### src/rtl/twi_lut_pkg.sv
package twi_lut_pkg;
  typedef enum logic [2:0] {ST_IDLE, ST_RX, ST_ACK, ST_TX, ST_MACK} bus_state_e;
  typedef enum logic [1:0] {PH_DEV, PH_REG, PH_DATA} byte_phase_e;
endpackage

### src/rtl/twi_line_sync.sv
module twi_line_sync #(
  parameter int STAGES = 2
) (
  input  logic clk,
  input  logic rst,
  input  logic scl_raw,
  input  logic sda_raw,
  output logic sda_lvl,
  output logic scl_rise,
  output logic scl_fall,
  output logic start_det,
  output logic stop_det
);
  logic [STAGES:0] scl_sr, sda_sr;

  always_ff @(posedge clk) begin
    if (rst) begin
      scl_sr <= '1;
      sda_sr <= '1;
    end else begin
      scl_sr <= {scl_sr[STAGES-1:0], scl_raw};
      sda_sr <= {sda_sr[STAGES-1:0], sda_raw};
    end
  end

  logic scl_now, scl_old, sda_now, sda_old;
  assign scl_now   = scl_sr[STAGES-1];
  assign scl_old   = scl_sr[STAGES];
  assign sda_now   = sda_sr[STAGES-1];
  assign sda_old   = sda_sr[STAGES];
  assign sda_lvl   = sda_now;
  assign scl_rise  = scl_now & ~scl_old;
  assign scl_fall  = ~scl_now & scl_old;
  assign start_det = scl_now & scl_old & sda_old & ~sda_now;
  assign stop_det  = scl_now & scl_old & ~sda_old & sda_now;
endmodule

### src/rtl/twi_regfile.sv
module twi_regfile #(
  parameter int                   CTL_BYTES = 16,
  parameter int                   LUT_BYTES = 64,
  parameter logic [7:0]           BASE_ADDR = 8'h80,
  parameter logic [CTL_BYTES-1:0] RSV_MASK  = 16'hFF14
) (
  input  logic                         clk,
  input  logic                         rst,
  input  logic                         wr_en,
  input  logic [7:0]                   wr_addr,
  input  logic [7:0]                   wr_data,
  input  logic [7:0]                   rd_addr,
  output logic [7:0]                   rd_data,
  input  logic [$clog2(LUT_BYTES)-1:0] lut_idx,
  output logic [7:0]                   lut_q
);
  localparam int         LUT_AW   = $clog2(LUT_BYTES);
  localparam int         CTL_AW   = $clog2(CTL_BYTES);
  localparam logic [7:0] LUT_BASE = BASE_ADDR + 8'(CTL_BYTES);

  logic [CTL_BYTES-1:0][7:0] ctl_w;
  logic                      wel;

  for (genvar i = 0; i < CTL_BYTES; i++) begin : g_ctl
    localparam logic [7:0] ADDR_I = BASE_ADDR + 8'(i);
    if (RSV_MASK[i]) begin : g_rsv
      assign ctl_w[i] = 8'h00;
    end else begin : g_reg
      logic [7:0] q;
      always_ff @(posedge clk) begin
        if (rst) q <= '0;
        else if (wr_en && wr_addr == ADDR_I) begin
          if (i == 0) q <= {wr_data[7], wel ? wr_data[6:0] : q[6:0]};
          else if (wel) q <= wr_data;
        end
      end
      assign ctl_w[i] = q;
    end
  end

  assign wel = ctl_w[0][7];

  // Lookup table: reset-free storage plus a valid vector that reads 00h until written
  logic [7:0]           lut_mem [LUT_BYTES];
  logic [LUT_BYTES-1:0] lut_vld;
  logic [LUT_AW-1:0]    lut_wi, lut_ri;
  logic [CTL_AW-1:0]    ctl_ri, ctl_wi;
  logic                 lut_wr;

  assign lut_wi = LUT_AW'(wr_addr - LUT_BASE);
  assign lut_ri = LUT_AW'(rd_addr - LUT_BASE);
  assign ctl_ri = CTL_AW'(rd_addr - BASE_ADDR);
  assign ctl_wi = CTL_AW'(wr_addr - BASE_ADDR);
  assign lut_wr = wr_en && wel && (wr_addr >= LUT_BASE);

  always_ff @(posedge clk) begin
    if (lut_wr) lut_mem[lut_wi] <= wr_data;
  end

  always_ff @(posedge clk) begin
    if (rst) lut_vld <= '0;
    else if (lut_wr) lut_vld[lut_wi] <= 1'b1;
  end

  always_ff @(posedge clk) begin
    if (rst) lut_q <= '0;
    else     lut_q <= lut_vld[lut_idx] ? lut_mem[lut_idx] : 8'h00;
  end

  always_comb begin
    if (rd_addr >= LUT_BASE) rd_data = lut_vld[lut_ri] ? lut_mem[lut_ri] : 8'h00;
    else                     rd_data = ctl_w[ctl_ri];
  end


  wel_gate_chk: assert property (@(posedge clk) disable iff (rst)
    (wr_en && !wel && wr_addr != BASE_ADDR) |=> ($stable(ctl_w) && $stable(lut_vld)));

  wel_follow_chk: assert property (@(posedge clk) disable iff (rst)
    (wr_en && wr_addr == BASE_ADDR) |=> (wel == $past(wr_data[7])));

  rsv_drop_chk: assert property (@(posedge clk) disable iff (rst)
    (wr_en && wr_addr < LUT_BASE && RSV_MASK[ctl_wi]) |=> ($stable(ctl_w) && $stable(lut_vld)));
endmodule

### src/rtl/twi_lut_slave.sv
module twi_lut_slave
  import twi_lut_pkg::*;
#(
  parameter int                   CTL_BYTES   = 16,
  parameter int                   LUT_BYTES   = 64,
  parameter int                   PAGE_BYTES  = 16,
  parameter int                   SYNC_STAGES = 2,
  parameter logic [7:0]           BASE_ADDR   = 8'h80,
  parameter logic [3:0]           DEV_TYPE    = 4'b1010,
  parameter logic [CTL_BYTES-1:0] RSV_MASK    = 16'hFF14
) (
  input  logic                         clk,
  input  logic                         rst,
  input  logic                         scl_in,
  input  logic                         sda_in,
  input  logic [2:0]                   dev_pins,
  input  logic [$clog2(LUT_BYTES)-1:0] lut_rd_idx,
  output logic                         sda_pull,
  output logic [7:0]                   lut_rd_data
);
  localparam int         PG_W      = $clog2(PAGE_BYTES);
  localparam logic [7:0] LAST_ADDR = BASE_ADDR + 8'(CTL_BYTES + LUT_BYTES - 1);

  function automatic logic [7:0] page_next(input logic [7:0] a);
    logic [7:0] n;
    n = a;
    n[PG_W-1:0] = a[PG_W-1:0] + PG_W'(1);
    return n;
  endfunction

  logic sda_lvl, scl_rise, scl_fall, start_det, stop_det;

  twi_line_sync #(.STAGES(SYNC_STAGES)) u_sync (
    .clk(clk), .rst(rst), .scl_raw(scl_in), .sda_raw(sda_in),
    .sda_lvl(sda_lvl), .scl_rise(scl_rise), .scl_fall(scl_fall),
    .start_det(start_det), .stop_det(stop_det)
  );

  bus_state_e  st_q;
  byte_phase_e ph_q;
  logic [3:0]  cnt_q;
  logic [7:0]  rx_q, tx_q, ptr_q, wr_addr_q, wr_data_q, rd_data;
  logic        rw_q, mack_q, wr_en_q;

  twi_regfile #(
    .CTL_BYTES(CTL_BYTES), .LUT_BYTES(LUT_BYTES),
    .BASE_ADDR(BASE_ADDR), .RSV_MASK(RSV_MASK)
  ) u_regs (
    .clk(clk), .rst(rst),
    .wr_en(wr_en_q), .wr_addr(wr_addr_q), .wr_data(wr_data_q),
    .rd_addr(ptr_q), .rd_data(rd_data),
    .lut_idx(lut_rd_idx), .lut_q(lut_rd_data)
  );

  always_ff @(posedge clk) begin
    if (rst) begin
      st_q      <= ST_IDLE;
      ph_q      <= PH_DEV;
      cnt_q     <= '0;
      rx_q      <= '0;
      tx_q      <= '0;
      ptr_q     <= BASE_ADDR;
      rw_q      <= 1'b0;
      mack_q    <= 1'b0;
      wr_en_q   <= 1'b0;
      wr_addr_q <= '0;
      wr_data_q <= '0;
      sda_pull  <= 1'b0;
    end else begin
      wr_en_q <= 1'b0;
      if (stop_det) begin
        st_q     <= ST_IDLE;
        sda_pull <= 1'b0;
      end else if (start_det) begin
        st_q     <= ST_RX;
        ph_q     <= PH_DEV;
        cnt_q    <= '0;
        sda_pull <= 1'b0;
      end else begin
        unique case (st_q)
          ST_IDLE: ;
          ST_RX: begin
            if (scl_rise) begin
              rx_q  <= {rx_q[6:0], sda_lvl};
              cnt_q <= cnt_q + 4'd1;
            end else if (scl_fall && cnt_q == 4'd8) begin
              unique case (ph_q)
                PH_DEV: begin
                  if (rx_q[7:1] == {DEV_TYPE, dev_pins}) begin
                    rw_q     <= rx_q[0];
                    sda_pull <= 1'b1;
                    st_q     <= ST_ACK;
                  end else st_q <= ST_IDLE;
                end
                PH_REG: begin
                  if (rx_q >= BASE_ADDR && rx_q <= LAST_ADDR) begin
                    ptr_q    <= rx_q;
                    sda_pull <= 1'b1;
                    st_q     <= ST_ACK;
                  end else st_q <= ST_IDLE;
                end
                default: begin
                  wr_en_q   <= 1'b1;
                  wr_addr_q <= ptr_q;
                  wr_data_q <= rx_q;
                  ptr_q     <= page_next(ptr_q);
                  sda_pull  <= 1'b1;
                  st_q      <= ST_ACK;
                end
              endcase
            end
          end
          ST_ACK: begin
            if (scl_fall) begin
              if (ph_q == PH_DEV && rw_q) begin
                sda_pull <= ~rd_data[7];
                tx_q     <= {rd_data[6:0], 1'b0};
                ptr_q    <= page_next(ptr_q);
                cnt_q    <= 4'd1;
                st_q     <= ST_TX;
              end else begin
                sda_pull <= 1'b0;
                cnt_q    <= '0;
                ph_q     <= (ph_q == PH_DEV) ? PH_REG : PH_DATA;
                st_q     <= ST_RX;
              end
            end
          end
          ST_TX: begin
            if (scl_fall) begin
              if (cnt_q == 4'd8) begin
                sda_pull <= 1'b0;
                st_q     <= ST_MACK;
              end else begin
                sda_pull <= ~tx_q[7];
                tx_q     <= {tx_q[6:0], 1'b0};
                cnt_q    <= cnt_q + 4'd1;
              end
            end
          end
          ST_MACK: begin
            if (scl_rise) mack_q <= ~sda_lvl;
            else if (scl_fall) begin
              if (mack_q) begin
                sda_pull <= ~rd_data[7];
                tx_q     <= {rd_data[6:0], 1'b0};
                ptr_q    <= page_next(ptr_q);
                cnt_q    <= 4'd1;
                st_q     <= ST_TX;
              end else st_q <= ST_IDLE;
            end
          end
          default: st_q <= ST_IDLE;
        endcase
      end
    end
  end


  stop_idle_chk: assert property (@(posedge clk) disable iff (rst)
    stop_det |=> (st_q == ST_IDLE && !sda_pull));

  start_release_chk: assert property (@(posedge clk) disable iff (rst)
    start_det |=> (st_q == ST_RX && ph_q == PH_DEV && !sda_pull));

  page_hold_chk: assert property (@(posedge clk) disable iff (rst)
    !(st_q == ST_RX && ph_q == PH_REG) |=> (ptr_q[7:PG_W] == $past(ptr_q[7:PG_W])));

  ptr_range_chk: assert property (@(posedge clk) disable iff (rst)
    (ptr_q >= BASE_ADDR && ptr_q <= LAST_ADDR));

  rx_release_chk: assert property (@(posedge clk) disable iff (rst)
    (st_q == ST_RX || st_q == ST_MACK) |-> !sda_pull);
endmodule

### config.mk
export PLATFORM = sky130hd
export DESIGN_NAME = twi_lut_slave
export DESIGN_NICKNAME = d
export VERILOG_FILES = /design/src/rtl/twi_lut_pkg.sv /design/src/rtl/twi_line_sync.sv /design/src/rtl/twi_regfile.sv /design/src/rtl/twi_lut_slave.sv
export SDC_FILE = /design/constraint.sdc
export NUM_CORES = 1
export LEC_CHECK = 0
export BUFFER_PORTS_ARGS = -buffer_cell sky130_fd_sc_hd__buf_2
export CAP_MARGIN = 20
export CORE_MARGIN = 4
export CORE_UTILIZATION = 48
export CTS_CLUSTER_SIZE = 24
export DETAILED_ROUTE_END_ITERATION = 10
export PLACE_DENSITY_LB_ADDON = 0.3
export SLEW_MARGIN = 20
export SYNTH_ARGS = -nofsm -noshare
export SYNTH_HDL_FRONTEND = slang
export SYNTH_SLANG_ARGS = --single-unit
### constraint.sdc
create_clock -name clk -period 2.7 [get_ports clk]
set_clock_uncertainty 0.05 [all_clocks]
set_input_delay 0.27 -clock clk [delete_from_list [all_inputs] [get_ports clk]]
set_output_delay 0.27 -clock clk [all_outputs]
set_load 0.05 [all_outputs]
---- Word-level counts from Yosys, hierarchy flattened ----
Memory sizes are Yosys's and may differ from the RTL's. A register that Yosys moved wholly into a read port is not among the register bits.
Cells that the tools add are included.
storage, ports and cells
  logic and storage cells ................. 218
  input port bits ......................... 13
  flip-flop bits (word level) ............. 171
  memories kept ........................... 1
  output and inout port bits .............. 9
  bits in writable memories ............... 512
cells by class
  add/sub/neg operators ................... 5
  equal/unequal tests ..................... 38
  reductions and logical operators ........ 43
  bitwise logic cells ..................... 25
  mux-type cells .......................... 73
  order comparisons ....................... 9
memories
  memory          words  bits a word  rd ports  clocked after Yosys merged registers in  write ports  RTL line           text
  u_regs.lut_mem  64     8            2         1                                        1            twi_regfile.sv:44  logic [7:0] lut_mem [LUT_BYTES];
operators with widths
  cell                                                                   count
  8-bit 2-to-1 mux                                                       13
  64-bit bitwise OR                                                      1
  4-bit 2-to-1 mux                                                       13
  8-bit equality test (second input constant)                            6
  8-bit one-hot mux with 3 select lines                                  2
  3-bit != test (second input constant)                                  12
  8-bit binary-select mux with 4-bit select                              1
  10-bit AND reduction                                                   3
  2-bit != test (second input constant)                                  13
  8-bit greater-or-equal comparator (second input constant)              3
  6-bit by 7-bit < comparator with 1-bit output (second input constant)  3
  3-bit 2-to-1 mux                                                       7
  1-bit 2-to-1 mux                                                       19
  2-bit 2-to-1 mux                                                       9
  1-bit inverter                                                         17
  4-bit one-hot mux with 4 select lines                                  1
  8-bit one-hot mux with 2 select lines                                  1
  8-bit AND reduction                                                    2
  3-bit one-hot mux with 5 select lines                                  1
  1-bit binary-select mux with 6-bit select                              2
  1-bit logical AND                                                      12
  12-bit AND reduction                                                   1
  2-bit AND reduction                                                    6
  4-bit AND reduction                                                    3
  29 further kinds                                                       42

---- Depth between registers and ports, before layout ----
  word-level depth ........................ 10
  mapped depth ............................ 13

---- Cells and area by module ----
From an unflattened synthesis, not the netlist that was laid out.
second synthesis, totals
  cells, all modules ...................... 1993
  area, all modules ....................... 32230.9 um^2
by module, submodules not included
  module         cells each  times used  area each (um^2)  seq. area each (um^2)
  twi_regfile    1676        1           29339.4           17777.0
  twi_lut_slave  301         1           2701.3            1041.0
  twi_line_sync  16          1           190.2             120.1

---- Least setup slack after synthesis ----
No wires, ideal clock.
  path kind ............................... register to register
  from .................................... register ptr_q[0]
  to ...................................... register tx_q[6]
  library setup time ...................... 0.091 ns
  required time ........................... 2.559 ns
  data arrival time ....................... 2.542 ns
  cell stages (with the launch flop) ...... 13
  slack ................................... 0.017 ns
  cell sequence ........................... dfxtp_1 -> buf_6 -> buf_12 -> buf_2 -> inv_2 -> ha_1 -> nand2_1 -> nor3_1 -> o31a_1 -> or3_1 -> buf_1 -> or3_1 -> a311oi_1
on the way
  cells in the longest elaborated chain, start to end .. 9
  elaborated cells between the ends (all ways) .. 16
  those cells by class .................... 2 x add/sub; 1 x order compare; 12 x mux; 1 x memory
ends and longest elaborated chain
  element                                      RTL line              text
  from (decl)                                  twi_lut_slave.sv:42   logic [7:0] rx_q, tx_q, ptr_q, wr_addr_q, wr_data_q, rd_data;
  from (signal assigned)                       twi_lut_slave.sv:97   ptr_q <= rx_q;
  from (signal assigned)                       twi_lut_slave.sv:106  ptr_q <= page_next(ptr_q);
  from (signal assigned)                       twi_lut_slave.sv:118  ptr_q <= page_next(ptr_q);
  6-bit by 5-bit subtractor with 6-bit output  twi_regfile.sv:51     assign lut_ri = LUT_AW'(rd_addr - LUT_BASE);
  1-bit binary-select mux with 6-bit select    twi_regfile.sv:71     if (rd_addr >= LUT_BASE) rd_data = lut_vld[lut_ri] ? lut_mem[lut_ri] : 8'h00;
  1-bit 2-to-1 mux (implied by the code)       twi_regfile.sv:71
  8-bit 2-to-1 mux                             twi_regfile.sv:71
  8-bit 2-to-1 mux *                           twi_regfile.sv:71
  8-bit 2-to-1 mux                             twi_lut_slave.sv:144  if (mack_q) begin
  8-bit 2-to-1 mux                             twi_lut_slave.sv:143  else if (scl_fall) begin
  8-bit 2-to-1 mux                             twi_lut_slave.sv:142  if (scl_rise) mack_q <= ~sda_lvl;
  8-bit one-hot mux with 3 select lines *      twi_lut_slave.sv:80   unique case (st_q)
  to (signal assigned)                         twi_lut_slave.sv:117  tx_q <= {rd_data[6:0], 1'b0};
  to (signal assigned)                         twi_lut_slave.sv:136  tx_q <= {tx_q[6:0], 1'b0};
  to (signal assigned)                         twi_lut_slave.sv:146  tx_q <= {rd_data[6:0], 1'b0};
  to (decl)                                    twi_lut_slave.sv:42
Mark *: on every way between the ends. The rest lies on a longest branch, timed or not. The select of a mux whose other input is x is not followed.
A chain may end at the register's enable or synchronous reset.

---- Worst setup path after layout ----
  from .................................... register ptr_q[1]
  to ...................................... register tx_q[1]
The elaborated chain is that of the path after synthesis.

==> impl_metrics.yaml <==
synthesis:
  yosys.area.top_type_share: 0.480
  synth_area_sq_um: 32000
  synth_most_common_cell: "edfxtp_1"
  ys_async_sr_fraction: 0
  ys_ff_latch: 690
  synth_area_leaders: "edfxtp_1, mux4_2, dfxtp_1, nor2_1, mux2i_1"
  yosysWarnings: 0
  synth_edf_count: 512
  synth_area_leader_cell: "edfxtp_1"
  synth_top_cells_by_count: "edfxtp_1, nor2_1, mux4_2, dfxtp_1, nand2_1"
  ys_seq_area_frac: 0.591
  synth_nets: 2140
  synth_cell_types: 71
  syn_area_per_cell_sq_um: 15.1
  synthCells: 2121
  ys_dominant_reg_cell: "edfxtp_1"
global_route:
  grt_pass1_vias: 21600
  met3_usage: 0.0551
  grt_pass1_wl_mm: 143
  top_usage_layer: "met2"
  globalRouteOverflowTotal: 0
  grt_use_total: 0.276
  use_met2: 0.440
  grtUsageMet1: 0.370
  antenna_found_initial: 1
  grt_max_degree: 122
final_layout:
  multiInputGateArea_sq_um: 12400
  final_cell_count_no_fill: 3301
  final_area_sq_um: 38000
  regArea_sq_um: 19000
  area_delta_synth_final_pct: 18.5
  nets: 2396
  final_util: 0.576
  n_fill_cell: 5047
  drive_gt1_frac: 0.342
power:
  p_total_mw: 22.9
  p_switching_mw: 4.96
  vdd_drop_max_mv: 0.610
  internal_power_mw: 17.9
  clkPwrFrac: 0.449
  comb_power_share: 0.059
  swShare: 0.217
  power_density_nw_per_um2: 603
  p_seq_frac: 0.492
  leakagePower_nw: 12.8
placed_design:
  dpl_cell_area_sq_um: 35200
  dpl_worst_slack_ns: -0.258
  portBuffers: 21
  dp.cells: 3150
  globalplace.congestion: 0.960
  post-dp-hpwl_mm: 66.1
setup_path:
  crit_family: "multiplexers"
  path_cells: "buf_12, buf_12, buf_12, mux4_2, mux2i_2, a21oi_1, nor4_1, a21oi_1, o21a_1"
  path_buf_inv: 3
  critPathArrivalTime_ns: 3.15
  start_kind: "flip-flop"
  cp-end-kind: "flip-flop"
  worst-endpoint-required_ns: 3.17
  cp_common_cell: "buf_12"
  path_class: "reg2reg"
  cp_max_fo: 13
  critPathMaxStageDelay_ns: 0.54
  slowest_stage: "mux4_2"
detailed_routing:
  wl_per_cell_microns: 29.7
  routed_wl_mm: 97.9
  vias_per_cell: 6.54
  drc: 0
  antenna_left: 0
  vias: 21600
  drtIter0Drc: 2575
  firstDrtPassIters: 6
floorplanning:
  coreArea_sq_um: 66000
  io_pins: 22
  dieWidth_microns: 266
  die_area_sq_um: 71000
  start_util: 0.486
  dieHeight_microns: 266
  rows: 94
clock_tree:
  clk_latency_ns: 0.64
  clockBufferDepth: 3
  root_buffer: "clkbuf_16"
  cts_buffers: 74
  cts_tree: "done"
  cts_htree_levels: 3
  clk_pin_slew_ns: 0.06
  cts.sinks: 690
timing:
  slew_headroom: 0.422
  final-hold-violation-count: 0
  slew_violations: 0
  clock.fmax_mhz: 373
  fin_hold_ws_ns: 0.0934
  fin_crit_sh: 0.992
  setup_viol: 0
  fin_tns_setup_ns: 0
  fin_ws_ns: 0.0214
  finalCriticalPeriod_ns: 2.68
  tightestPinTransition_ns: 0.868
worst_hold_path:
  hold_class: "in2reg"
flow_run:
  cap_violations: 0
status:
  status: "completed"
power by group through the flow:
stage	sequential (mW)	clock, mW	combinational [mW]
after floorplan	11.5	0	0.800
after global placement	11.5	0	1.27
after detailed placement	11.5	0	1.29
after CTS	11.3	10.4	1.32
after global routing	11.3	10.9	1.42
final	11.3	10.3	1.36
metal layers:
metal,share of wire,wire length (microns)
met1,0.37,36500
met3,0.10,9950
met2,0.47,46400
met5,0,0
met4,0.052,5100
cell usage in the layout (no fill, tap or decap), types with 12 or more instances in the layout:
cell type  instances
nor2b_1           37
o21ai_0           17
nand2_1          101
nor3_1            26
mux2i_1           80
buf_2             17
clkbuf_1          12
mux2_2            52
a21oi_1           71
a221oi_1          19
buf_4            275
buf_12            33
edfxtp_1         512
nor2_1           284
a211oi_1          59
dfxtp_1          167
clkbuf_16         77
o22ai_1           29
mux4_2           281
clkinv_2          13
nand3_1           34
repair_timing:
action	4_1_cts	5_1_grt
hold buffers	2	0
gates resized for setup	7	29
buffers inserted	6	5
endpoints found under the setup margin	7	10
hold endpoints to repair	2	0
gates cloned	1	1
pin swaps	1	6
worst paths after layout:
kind,from,end,slack (ns),depth (start not counted)
max reg2reg,ptr_q[1],tx_q[1],0.02,9
min,rst,u_regs.g_ctl[3].g_reg.q[2],0.09,2
max,ptr_q[1],tx_q[1],0.02,9
min reg2reg,u_sync.sda_sr[0],u_sync.sda_sr[1],0.37,1
worst register-to-register path, delay by kind of cell, from the launching register on:
family,cells,cell delay [ns]
AND/OR/NAND/NOR,1,0.35
multiplexers,2,0.78
AO/OA/AOI/OAI,3,0.53
buffers and inverters,3,0.48
flip-flops,1,0.40
cell type report:
class / instances / share of cell area
Inverter: 12 / 0.00138
Clock buffer: 94 / 0.0534
Clock inverter: 39 / 0.0111
Sequential cell: 690 / 0.499
Antenna cell: 3 / 0.000198
Tap cell: 864 / 0.0285
Timing Repair Buffer: 337 / 0.0789
Multi-Input combinational cell: 1262 / 0.327
cells by family (layout without fill, tap and decap cells):
kind of cell,after synthesis,in the layout,share of synthesized area
AO/OA/AOI/OAI,278,278,0.0594
flip-flops,690,690,0.591
buffers and inverters,169,482,0.0245
multiplexers,419,419,0.245
AND/OR/NAND/NOR,555,555,0.0771
adder cells (fa/ha/maj),6,6,0.00234
XOR/XNOR,4,4,0.00109
other,0,3,0
sequential cells by signal, indices dropped and copies added (netlist names):
register	cells
wr_addr_q	8
sda_pull	1
cnt_q	4
tx_q	7
u_sync.scl_sr	3
ptr_q	8
wr_data_q	8
u_regs.lut_mem	512
u_regs.lut_vld	64
u_regs.lut_q	8
rx_q	8
st_q	3
wr_en_q	1
ph_q	2
u_regs.g_ctl.g_reg.q	48
u_sync.sda_sr	3
rw_q	1
mack_q	1
No activity file was read; power rests on OpenSTA's default activity.
